**src/rtl/irq_agg_pkg.sv**
```systemverilog
package irq_agg_pkg;

    typedef enum logic [1:0] {
        SEL_MASK  = 2'd0,
        SEL_STAT  = 2'd1,
        SEL_SMASK = 2'd2,
        SEL_SSTAT = 2'd3
    } reg_sel_e;

    typedef enum logic {
        LVL_QUIET  = 1'b0,
        LVL_RAISED = 1'b1
    } lvl_state_e;

endpackage

```
**src/rtl/irq_agg_regs.sv**
```systemverilog
module irq_agg_regs
    import irq_agg_pkg::*;
#(
    parameter int NLINES = 8,
    parameter int DW     = 8,
    parameter int ACK_W  = 4
) (
    input  logic              clk,
    input  logic              rst_n,
    input  logic              wr_en,
    input  logic [1:0]        reg_sel,
    input  logic [DW-1:0]     wdata,
    input  logic [NLINES-1:0] set_vec,
    input  logic [NLINES-1:0] clr_vec,
    output logic [NLINES-1:0] pend_q,
    output logic [NLINES-1:0] en_q,
    output logic [NLINES-1:0] sec_q,
    output logic [NLINES-1:0] pend_nx,
    output logic [NLINES-1:0] en_nx
);

    reg_sel_e          sel;
    logic              ack_wr;
    logic              mask_wr;
    logic              smask_wr;
    logic [NLINES-1:0] ack_clr;
    logic [NLINES-1:0] wbyte_inv;

    assign sel       = reg_sel_e'(reg_sel);
    assign ack_wr    = wr_en && (sel == SEL_STAT);
    assign mask_wr   = wr_en && (sel == SEL_MASK);
    assign smask_wr  = wr_en && (sel == SEL_SMASK);
    assign wbyte_inv = ~wdata[NLINES-1:0];

    // One decoder per line for the acknowledge number
    for (genvar i = 0; i < NLINES; i++) begin : g_ack
        assign ack_clr[i] = ack_wr && (wdata[ACK_W-1:0] == ACK_W'(i));
    end

    // Clears first, then sets, so a same-cycle request survives
    always_comb begin
        pend_nx = (pend_q & ~clr_vec & ~ack_clr) | set_vec;
        en_nx   = mask_wr ? wbyte_inv : en_q;
    end

    always_ff @(posedge clk or negedge rst_n) begin
        if (!rst_n) begin
            pend_q <= '0;
            en_q   <= '0;
            sec_q  <= '0;
        end else begin
            pend_q <= pend_nx;
            en_q   <= en_nx;
            if (smask_wr) begin
                sec_q <= wbyte_inv;
            end
        end
    end

    assert_mask_inv_R2: assert property (@(posedge clk) disable iff (!rst_n)
        (wr_en && reg_sel == 2'd0) |=> (en_q == ~$past(wdata[NLINES-1:0])));

    assert_set_wins_R5: assert property (@(posedge clk) disable iff (!rst_n)
        (set_vec != '0) |=> ((pend_q & $past(set_vec)) == $past(set_vec)));

    assert_clear_R5: assert property (@(posedge clk) disable iff (!rst_n)
        (clr_vec != '0 && set_vec == '0) |=> ((pend_q & $past(clr_vec)) == '0));

    assert_ack_R4: assert property (@(posedge clk) disable iff (!rst_n)
        (wr_en && reg_sel == 2'd1 && int'(wdata[ACK_W-1:0]) < NLINES && set_vec == '0)
        |=> (((pend_q >> $past(wdata[ACK_W-1:0])) & NLINES'(1)) == '0));

    assert_sec_ack_inert_R8: assert property (@(posedge clk) disable iff (!rst_n)
        (wr_en && reg_sel == 2'd3 && set_vec == '0 && clr_vec == '0)
        |=> (pend_q == $past(pend_q)));

endmodule

```
**src/rtl/irq_agg_level.sv**
```systemverilog
module irq_agg_level
    import irq_agg_pkg::*;
(
    input  logic clk,
    input  logic rst_n,
    input  logic any_nx,
    output logic irq_out
);

    lvl_state_e state_q;
    lvl_state_e state_nx;

    // Next-state: RAISE and DROP transitions
    always_comb begin
        state_nx = state_q;
        unique case (state_q)
            LVL_QUIET: begin
                if (any_nx) state_nx = LVL_RAISED;
            end
            LVL_RAISED: begin
                if (!any_nx) state_nx = LVL_QUIET;
            end
            default: state_nx = LVL_QUIET;
        endcase
    end

    always_ff @(posedge clk or negedge rst_n) begin
        if (!rst_n) state_q <= LVL_QUIET;
        else        state_q <= state_nx;
    end

    always_comb begin
        irq_out = (state_q == LVL_RAISED);
    end

    assert_raise_R3: assert property (@(posedge clk) disable iff (!rst_n)
        any_nx |=> irq_out);

    assert_drop_R3: assert property (@(posedge clk) disable iff (!rst_n)
        !any_nx |=> !irq_out);

endmodule

```
**src/rtl/irq_agg_rdmux.sv**
```systemverilog
module irq_agg_rdmux
    import irq_agg_pkg::*;
#(
    parameter int NLINES = 8,
    parameter int RW     = 64
) (
    input  logic              clk,
    input  logic              rst_n,
    input  logic              rd_en,
    input  logic              rd_wide,
    input  logic [1:0]        reg_sel,
    input  logic [NLINES-1:0] pend_q,
    input  logic [NLINES-1:0] en_q,
    input  logic [NLINES-1:0] sec_q,
    output logic [RW-1:0]     rdata
);

    reg_sel_e          sel;
    logic [NLINES-1:0] en_inv;
    logic [NLINES-1:0] sec_inv;
    logic [RW-1:0]     rd_nx;

    assign sel     = reg_sel_e'(reg_sel);
    assign en_inv  = ~en_q;
    assign sec_inv = ~sec_q;

    always_comb begin
        rd_nx = '0;
        if (rd_wide) begin
            if (sel == SEL_STAT) rd_nx = RW'(pend_q);
        end else begin
            unique case (sel)
                SEL_MASK:  rd_nx = RW'(en_inv);
                SEL_STAT:  rd_nx = RW'(pend_q);
                SEL_SMASK: rd_nx = RW'(sec_inv);
                SEL_SSTAT: rd_nx = '0;
                default:   rd_nx = '0;
            endcase
        end
    end

    always_ff @(posedge clk or negedge rst_n) begin
        if (!rst_n)     rdata <= '0;
        else if (rd_en) rdata <= rd_nx;
    end

    assert_hold_R9: assert property (@(posedge clk) disable iff (!rst_n)
        !rd_en |=> $stable(rdata));

    assert_sstat_zero_R8: assert property (@(posedge clk) disable iff (!rst_n)
        (rd_en && !rd_wide && reg_sel == 2'd3) |=> (rdata == '0));

    assert_wide_other_R7: assert property (@(posedge clk) disable iff (!rst_n)
        (rd_en && rd_wide && reg_sel != 2'd1) |=> (rdata == '0));

    assert_stat_read_R7: assert property (@(posedge clk) disable iff (!rst_n)
        (rd_en && reg_sel == 2'd1) |=> (rdata == RW'($past(pend_q))));

endmodule

```
**src/rtl/irq_aggregator.sv**
```systemverilog
module irq_aggregator
    import irq_agg_pkg::*;
#(
    parameter int NLINES = 8,
    parameter int DW     = 8,
    parameter int ACK_W  = 4,
    parameter int RW     = 64
) (
    input  logic              clk,
    input  logic              rst_n,
    input  logic [1:0]        reg_sel,
    input  logic              wr_en,
    input  logic              rd_en,
    input  logic              rd_wide,
    input  logic [DW-1:0]     wdata,
    output logic [RW-1:0]     rdata,
    input  logic [NLINES-1:0] set_vec,
    input  logic [NLINES-1:0] clr_vec,
    output logic              irq_out
);

    logic [NLINES-1:0] pend_q;
    logic [NLINES-1:0] en_q;
    logic [NLINES-1:0] sec_q;
    logic [NLINES-1:0] pend_nx;
    logic [NLINES-1:0] en_nx;
    logic              any_nx;

    irq_agg_regs #(.NLINES(NLINES), .DW(DW), .ACK_W(ACK_W)) u_regs (
        .clk     (clk),
        .rst_n   (rst_n),
        .wr_en   (wr_en),
        .reg_sel (reg_sel),
        .wdata   (wdata),
        .set_vec (set_vec),
        .clr_vec (clr_vec),
        .pend_q  (pend_q),
        .en_q    (en_q),
        .sec_q   (sec_q),
        .pend_nx (pend_nx),
        .en_nx   (en_nx)
    );

    assign any_nx = |(pend_nx & en_nx);

    irq_agg_level u_level (
        .clk     (clk),
        .rst_n   (rst_n),
        .any_nx  (any_nx),
        .irq_out (irq_out)
    );

    irq_agg_rdmux #(.NLINES(NLINES), .RW(RW)) u_rdmux (
        .clk     (clk),
        .rst_n   (rst_n),
        .rd_en   (rd_en),
        .rd_wide (rd_wide),
        .reg_sel (reg_sel),
        .pend_q  (pend_q),
        .en_q    (en_q),
        .sec_q   (sec_q),
        .rdata   (rdata)
    );

    assert_level_R3: assert property (@(posedge clk) disable iff (!rst_n)
        irq_out == |(pend_q & en_q));

endmodule

```
**config.mk**
```make
export PLATFORM = sky130hd
export DESIGN_NAME = irq_aggregator
export DESIGN_NICKNAME = d
export VERILOG_FILES = /design/src/rtl/irq_agg_pkg.sv /design/src/rtl/irq_agg_regs.sv /design/src/rtl/irq_agg_level.sv /design/src/rtl/irq_agg_rdmux.sv /design/src/rtl/irq_aggregator.sv
export SDC_FILE = /design/constraint.sdc
export NUM_CORES = 1
export LEC_CHECK = 0
export BUFFER_PORTS_ARGS = -buffer_cell sky130_fd_sc_hd__buf_2
export CAP_MARGIN = 20
export CORE_UTILIZATION = 50
export DETAILED_ROUTE_END_ITERATION = 8
export PLACE_DENSITY = 0.86
export RECOVER_POWER = 100
export SETUP_SLACK_MARGIN = 0.3
export SLEW_MARGIN = 40
export SYNTH_ARGS = -nofsm -noshare
export SYNTH_HDL_FRONTEND = slang
export SYNTH_SLANG_ARGS = --single-unit
```
**constraint.sdc**
```tcl
create_clock -name clk -period 1.77 [get_ports clk]
set_input_delay 0 -clock clk [delete_from_list [all_inputs] [get_ports clk]]
set_output_delay 0 -clock clk [all_outputs]
set_load 0.005 [all_outputs]
```
Yosys cells after proc, flatten, opt, wreduce, memory -nomap -nowiden
Index checks and enable logic that the tools add are counted.
Operators by class
  add/subtract/negate cells: 0
  equality and inequality tests: 10
  reduce and logical (&&, ||, !) cells: 14
  divide/modulo/power cells: 0
  shift-type cells: 0
  $mul: 0
  $lt $le $gt $ge: 0
  bitwise operators: 9
  multiplexer cells: 5
Operators by type and width (count)
  one-hot mux 64 bit (4 select lines): 1
  2-to-1 mux 64 bit: 1
  inverter 8 bit: 5
  bitwise AND 8 bit: 3
  == test 4 x 3 -> 1 bit, second input constant: 4
  2-to-1 mux 8 bit: 2
  logical AND 1 bit: 11
  == test 4 x 2 -> 1 bit, second input constant: 2
  bitwise OR 8 bit: 1
  OR reduction 8 bit: 1
  == test 2 bit, second input constant: 2
  == test 4 x 1 -> 1 bit, second input constant: 1
  zero test 4 bit: 1
  == test 2 x 1 -> 1 bit, second input constant: 1
  zero test 2 bit: 1
  2-to-1 mux 1 bit: 1
Word-level totals
  latch bits: 0
  word-level logic and storage cells: 43
  register bits: 89
  RAM bits: 0
  bits in read-only memories: 0
  memories: 0
  input port bits: 31

Depth between registers and ports, before layout
Gate-level depths: netlist of the first run.
  depth in word-level cells: 9
  depth in mapped cells: 5

Hierarchy
Synthesis of the first run repeated with hierarchy kept, for this count alone.
Unflattened totals
  cell total of the unflattened synthesis: 190
  area total of the unflattened synthesis: 2024.4 um2
By module, submodules not included
  irq_agg_regs: area an instance 1074.8 um2, cells an instance 89, instances 1
  irq_agg_rdmux: area an instance 888.4 um2, cells an instance 95, instances 1
  irq_aggregator: area an instance 36.3 um2, cells an instance 5, instances 1
  irq_agg_level: area an instance 25.0 um2, cells an instance 1, instances 1

Worst setup path before layout of the first run
No wires, ideal clock.
  kind: input port to flip-flop
  start point: input port wdata[0]
  end point: register u_level.state_q (netlist: u_level.irq_out)
  stages: 5
  path slack: 695 ps
  arrival time: 941 ps
  path buffers: 1
  cell sequence: buf_2 > or4_4 > o22ai_2 > o32a_1 > nand4_1
On the way
  longest elaborated chain between the ends: 8
  elaborated cells between the ends (all ways): 24
  classes of those cells: 7 x eq/ne; 2 x mux; 5 x bitwise; 10 x reduce/logical
Ends and longest elaborated chain
  start, declared: RTL line irq_aggregator.sv:15  | input logic [DW-1:0] wdata,
  == test 4 x 1 -> 1 bit (tied with other cells): RTL line irq_agg_regs.sv:37  | assign ack_clr[i] = ack_wr && (wdata[ACK_W-1:0] == ACK_W'(i));
  logical AND 1 bit: RTL line irq_agg_regs.sv:37
  inverter 8 bit: RTL line irq_agg_regs.sv:42  | pend_nx = (pend_q & ~clr_vec & ~ack_clr) | set_vec;
  bitwise AND 8 bit: RTL line irq_agg_regs.sv:42
  bitwise OR 8 bit: RTL line irq_agg_regs.sv:42
  bitwise AND 8 bit (*): RTL line irq_aggregator.sv:44  | assign any_nx = |(pend_nx & en_nx);
  OR reduction 8 bit (*): RTL line irq_aggregator.sv:44
  named net any_nx: RTL line irq_aggregator.sv:27  | logic any_nx;
  2-to-1 mux 1 bit (*): RTL line irq_agg_level.sv:18, irq_agg_level.sv:21
  end signal, assigned: RTL line irq_agg_level.sv:29  | else state_q <= state_nx;
  end, declared: RTL line irq_agg_level.sv:10  | lvl_state_e state_q;
Mark *: on every way through the listed nets, which the timed path passes. The rest lies on a longest branch.
A chain may end at the register's enable or synchronous reset.

Final worst setup path of the first run
  start point: input port wdata[1]
  end point: register u_level.state_q (netlist: u_level.irq_out)
On the way
  longest elaborated chain between the ends: 8
  elaborated cells between the ends (all ways): 24
  classes of those cells: 7 x eq/ne; 2 x mux; 5 x bitwise; 10 x reduce/logical
Ends and longest elaborated chain
  == test 4 x 3 -> 1 bit: RTL line irq_agg_regs.sv:37
  logical AND 1 bit: RTL line irq_agg_regs.sv:37
  inverter 8 bit: RTL line irq_agg_regs.sv:42
  bitwise AND 8 bit: RTL line irq_agg_regs.sv:42
  bitwise OR 8 bit: RTL line irq_agg_regs.sv:42
  named net pend_nx[4]: RTL line irq_aggregator.sv:25  | logic [NLINES-1:0] pend_nx;
  bitwise AND 8 bit: RTL line irq_aggregator.sv:44
  OR reduction 8 bit: RTL line irq_aggregator.sv:44
  named net any_nx: RTL line irq_aggregator.sv:27
  2-to-1 mux 1 bit: RTL line irq_agg_level.sv:18, irq_agg_level.sv:21
The timed path passes the listed nets, and every way through them passes these cells.

==> metrics.csv, run 1 <==
stage,metric,value,unit
run,Max-Cap Viols,0,
floorplanning,Core Rows,22,
floorplanning,total die area,4310,sq um
route,routed wire length,3910,um
clocking,clock latency on the worst-skew pair,0.29,ns
clocking,H-tree level count,2,
placed_design,Detailed Place HPWL,2830,um
floorplanning,Die W,65.6,um
setup_path,Worst setup EP type,flop,
route,Met3 Routed Length,304,um
clocking,TritonCTS Sinks,33,
power,Sw Share,0.293,
floorplanning,Initial Utilization,0.537,
sta,RSZ-0062 raised after global routing,false,
sta,setup violators final,0,
setup_path,CP Max Fanout,5,
route,Pre-Repair DR Iteration Count,4,
yosys,Mapped Cells,209,
power,clock share of power,0.304,
power,VDD IR max,367,uV
placed_design,GP Congestion,0.869,
power,LEAKAGE,1.13,nW
clocking,"Reg clk slew, reported paths",0.07,ns
sta,final setup skew,0.00934,ns
yosys,synth top area cells,"dfrtp_1 41%, buf_4 21%, mux2i_1 7.4%",
sta,setup tns final,0,ns
min_path,Worst Hold Class,in2reg,
clocking,CTS tree,done,
power,net load switching power,0.534,mW
yosys,synthesized area,2020,sq um
sta,fin. max-slew vios,0,
floorplanning,CORE AREA,3770,sq um
yosys,multiplexer share of the synthesized area,0.0816,
sta,Max transition margin,0.451,
power,Internal,1.28,mW
setup_path,Critical Setup Path Class,in2reg,
placed_design,port buffer count,39,
grt,initial antenna violation count,0,
yosys,fraction of the mapped netlist area in adder cells,0,
clocking,maximum clock insertion buffer count,2,
power,combinational power share,0.197,
sta,final hold vios,0,
setup_path,CP Launch Type,input pin,
layout,share of cells above drive strength 1,0.160,
yosys,combinational family with the most area after synthesis,buffers and inverters,
sta,Worst Tran Pin Value,0.824,ns
yosys,post-synth cell types,33,
grt,grt total ovfl,0,
outcome,outcome,completed,
layout,Antenna diodes,0,
setup_path,Critical Path RT,1.94,ns
route,met2 routed WL,1770,um
yosys,top cell type by total area after synthesis,dfrtp_1,
sta,"Min Clock Period, post-route",1.39,ns
grt,largest net degree at the start of global routing,34,
placed_design,Area after DPL,2030,sq um
route,top layer in use,met4,
route,Avg Vias per Cell,4.67,
yosys,post-synthesis xor/xnor area fraction,0,
layout,final core area utilization,0.590,
floorplanning,Die Y,65.6,um
layout,Nets,293,
yosys,sequential element share of the synthesized area,0.408,
sta,Final period util,0.787,
yosys,"EDFF count, synth",0,
yosys,syn avg cell area,9.69,sq um
floorplanning,Top Ports,96,
layout,Final Cell Area,2220,sq um
setup_path,"Arr. time, crit path",1.56,ns
clocking,total CTS buffers,5,
route,met1 wire length,1760,um
layout,area grow syn2layout,9.89,%
yosys,Synth Flop Type,dfrtp_1,
route,post-route ant nets,0,
route,DR iter-0 viols,100,
yosys,Simple-Gate Fraction of Synth Area,0.125,
yosys,post-synth top area share,0.408,
route,DR vias,1453,
power,pwr dens,817,nW/um^2
clocking,root buf cell,clkbuf_8,
yosys,post-synthesis compound-gate area fraction,0.119,
grt,gr usage total,0.202,
grt,vias in the first global route,1328,
yosys,synth warn,0,
yosys,Seq cells post-synth,33,
sta,Achievable Freq,718,MHz
route,Routed WL per cell,12.6,um
route,DRC viols,0,
power,register share of total power,0.499,
yosys,asr flop ratio synth,1.00,
grt,wire length of the first global-routing pass,6280,um
-- path summary, 6_finish.rpt --
| kind | end | slack [ns] | from | cells past startpoint |
|---|---|---|---|---|
| worst max-delay path | u_level.irq_out | 0.38 | wdata[1] | 6 |
| worst min-delay path | u_regs.pend_q[3] | 0.005 | clr_vec[3] | 3 |
| worst max register to register | u_level.irq_out | 0.63 | u_regs.pend_q[3] | 4 |
| worst min register to register | u_regs.sec_q[2] | 0.49 | u_regs.sec_q[2] | 2 |
| max in group asynchronous | u_regs.sec_q[5] | 0.92 | rst_n | 2 |
| min in group asynchronous | u_level.irq_out | 0.34 | rst_n | 2 |
-- synthesized netlist by cell type (4+ instances only) --
cell type / count
dfrtp_1: 33
a22oi_1: 10
a21oi_1: 10
mux2i_1: 15
clkbuf_1: 4
buf_4: 57
nor2_1: 12
nor2b_1: 6
inv_1: 17
nand2_1: 8
o21ai_0: 8
-- critical path: stages --
cell and delay, ns:
dlygate4sd3_1 0.54, clkbuf_1 0.14, and4bb_1 0.38, a32oi_1 0.16, a22oi_1 0.23, nand4_1 0.11
-- metrics by stage --
step / setup WS, ns / hold slack [ns] / total power, mW / instances
after floorplan: 0.695 / -0.296 / 1.22 / 264
after global placement: 0.451 / 0.0832 / 1.25 / 289
after global routing: 0.293 / 0.00828 / 1.93 / 311
after detailed placement: 0.419 / 0.0998 / 1.26 / 289
after CTS: 0.445 / 0.00138 / 1.83 / 311
final: 0.377 / 0.00477 / 1.82 / 311
-- registers in the layout, summed over array words and instances, names as in the netlist --
name / flops
u_rdmux.rdata: 8
u_regs.pend_q: 8
u_regs.en_q: 8
u_regs.sec_q: 8
u_level.irq_out: 1
-- cell families (layout without fill, tap and decap cells) --
| group | Yosys count | in the layout |
|---|---|---|
| other cells | 1 | 56 |
| buf+inv | 81 | 80 |
| simple gates | 42 | 42 |
| mux | 16 | 16 |
| compound gates | 36 | 36 |
| flops | 33 | 33 |
-- repair_timing --
action                                 CTS  global route
gates resized for setup                  0             0
endpoints found under the hold margin   48             0
setup buffers                            0             0
hold buffers                            14             0
-- cells in the final DEF, fill, tap and decap left out, types with 2 or more instances in the layout --
master and n:
conb_1 56, nor4b_1 3, nor4bb_1 2, a21oi_1 10, dfrtp_1 33, a22oi_1 10
nor2b_1 6, nand2_1 8, nor2_1 12, a2bb2oi_1 3, clkbuf_8 5, clkinv_2 2
clkbuf_1 8, o32a_1 2, buf_2 33, mux2i_1 15, o21ai_0 8, inv_1 17
dlygate4sd3_1 14
-- layout make-up --
cell class | instances | area [sq um]
tap | 48 | 60.1
sequential | 33 | 826
timing repair buffer | 55 | 337
clock inverter | 2 | 10.0
inverter | 17 | 63.8
clock buffer | 6 | 72.6
multi-input combinational | 150 | 856
fill | 369 | 1550
-- layer usage --
| layer | global-route usage | vias up |
|---|---|---|
| met3 | 0.0451 | 7 |
| li1 | - | 698 |
| met4 | 0.114 | 0 |
| met5 | 0 | - |
| met2 | 0.298 | 87 |
| met1 | 0.272 | 661 |
-- power groups by stage --
stage | Sequential [mW] | Combinational (mW) | Clock [mW]
global placement | 0.915 | 0.333 | 0
CTS | 0.907 | 0.367 | 0.560
global route | 0.917 | 0.410 | 0.601
finish | 0.908 | 0.358 | 0.552
floorplan | 0.910 | 0.312 | 0
detailed placement | 0.921 | 0.342 | 0
Power figures use the tool's default switching activity.
==> inputs of run 2 (changes only) <==
CORE_UTILIZATION = 42   (was 50)
PLACE_DENSITY = 0.77   (was 0.86)
clock period = 1.2 ns   (was 1.77 ns; I/O delays follow)
==> run 2 against run 1 <==
Effect of this change: the run now ends with negative hold slack left; register-to-register slack worse by 0.56 ns; wire length up 5.1%; design area up 3.9%; utilization down 7.7 points; critical path type is now reg2reg; largest cell class unchanged.
==> metrics.csv, run 2 (synthesis results as in run 1) <==
stage,metric,value,unit
outcome,outcome,"finished, violations left",
outcome,failing checks,negative hold slack,
sta,Achievable Freq,887,MHz
setup_path,worst reg-to-reg path cell count,4,
sta,RSZ-0062 raised after global routing,true,
grt,initial antenna violation count,0,
layout,area grow syn2layout,14.2,%
setup_path,FF-to-FF End,u_level.irq_out,
grt,grt total ovfl,0,
clocking,H-tree level count,2,
clocking,"Reg clk slew, reported paths",0.07,ns
setup_path,CP Launch Type,flop,
route,Pre-Repair DR Iteration Count,4,
floorplanning,Die W,71.4,um
layout,most frequent cells in the layout,"56 x conb_1, 34 x buf_2, 33 x dfrtp_1, 17 x inv_1, 14 x mux2i_1",
sta,setup tns final,0,ns
setup_path,crit path launch,u_regs.en_q[6],
placed_design,Detailed Place HPWL,3200,um
route,DR vias,1463,
sta,setup violators final,0,
floorplanning,CORE AREA,4500,sq um
setup_path,"Arr. time, crit path",1.35,ns
layout,final non-filler cell total,318,
grt,met2 GRT Util,0.254,
setup_path,Critical Path End,u_level.irq_out,
sta,Max transition margin,0.376,
layout,Antenna diodes,0,
placed_design,port buffer count,39,
floorplanning,Top Ports,96,
grt,wire length of the first global-routing pass,6500,um
run,Max-Cap Viols,0,
sta,Worst Tran Pin Value,0.937,ns
setup_path,Critical Path RT,1.42,ns
route,DRC viols,0,
setup_path,Worst setup EP type,flop,
setup_path,Critical Setup Path Class,reg2reg,
sta,final setup skew,0.00497,ns
route,Routed WL per cell,12.9,um
setup_path,CP Max Fanout,2,
setup_path,Reg2Reg Setup Slack,0.07,ns
power,LEAKAGE,1.17,nW
layout,Final Cell Area,2310,sq um
layout,fillers,431,
clocking,maximum clock insertion buffer count,2,
layout,share of cells above drive strength 1,0.244,
min_path,Worst Hold Class,in2reg,
grt,global routing usage on met1,0.244,
sta,final hold vios,3,
route,Avg Vias per Cell,4.60,
grt,largest net degree at the start of global routing,19,
clocking,root buf cell,clkbuf_8,
clocking,clock latency on the worst-skew pair,0.28,ns
floorplanning,Die Y,71.4,um
grt,Most Crowded Layer GR,met2,
grt,met3 Usage GRT,0.0422,
route,DR iter-0 viols,63,
layout,Nets,297,
clocking,"Hold-fix buffers, CTS",6,
power,pwr dens,1200,nW/um^2
clocking,TritonCTS Sinks,33,
sta,"Min Clock Period, post-route",1.13,ns
route,post-route ant nets,0,
placed_design,placed cell count,303,
setup_path,worst r2r src,u_regs.en_q[6],
placed_design,GP Congestion,0.797,
placed_design,Area after DPL,2130,sq um
sta,WHS,-0.0307,ns
sta,fin. max-slew vios,0,
floorplanning,Core Rows,24,
floorplanning,total die area,5100,sq um
clocking,CTS tree,done,
grt,vias in the first global route,1332,
power,VDD IR max,589,uV
sta,Final period util,0.939,
route,routed wire length,4110,um
grt,gr usage total,0.173,
layout,"most common cell after layout, fill and taps aside",conb_1,
clocking,total CTS buffers,5,
floorplanning,Initial Utilization,0.449,
power,Pwr Total,2.76,mW
[run 2: cell types whose count changed in the layout (fill, tap and decap cells not counted), sizes merged]
| cell | change |
|---|---|
| buf | +14 |
| clkbuf | -1 |
| clkinv | -2 |
| dlygate4sd3 | -8 |
[run 2: through the flow]
stage                     utilization  setup WS [ns]
after global placement          0.473         -0.111
after floorplan                     -          0.159
after CTS                       0.507         0.0695
after global routing            0.513         0.0273
after detailed placement        0.473         -0.165
final                           0.513         0.0730
[run 2: layer usage]
| metal | routed length [um] | up-vias |
|---|---|---|
| met4 | 65 | 0 |
| met3 | 245 | 8 |
| li1 | - | 705 |
| met2 | 1800 | 69 |
| met5 | 0 | - |
| met1 | 2000 | 681 |
[run 2: worst max-delay path, cell delays in order (launching register included)]
cell and delay, ns:
dfrtp_1 0.34, inv_1 0.05, mux2_4 0.27, o32a_1 0.31, nand4_1 0.10
[run 2: worst min-delay path by stage]
stage	end	depth (start not counted)	slack, ns	from
final	u_regs.pend_q[5]	3	-0.03	set_vec[5]
after global routing	u_regs.pend_q[5]	3	-0.02	set_vec[5]
after CTS	u_regs.pend_q[5]	3	-0.03	set_vec[5]
after detailed placement	u_regs.pend_q[7]	1	-0.05	rst_n
after global placement	u_regs.en_q[7]	1	-0.06	rst_n
after floorplan	u_level.irq_out	0	-0.30	rst_n
[run 2: final cells by class]
type                    count  area, sq um  area share
flip-flops and latches     33          826       0.357
multi-input cells         150          907       0.393
well taps                  52         65.1      0.0282
repair buffers             59          363       0.157
clock buffers               7         86.3      0.0374
inverters                  17         63.8      0.0276
[run 2: power by group]
part / switching [mW] / internal (mW)
clock network: 0.383 / 0.455
registers: 0.0831 / 1.26
logic: 0.318 / 0.266
[run 2: timing repair]
| item | in CTS | in global routing |
|---|---|---|
| endpoints found under the setup margin | 2 | 11 |
| resized for setup | 0 | 11 |
| pin swaps | 4 | 10 |
| hold endpoints to repair | 47 | 1 |
| setup buffers | 1 | 1 |
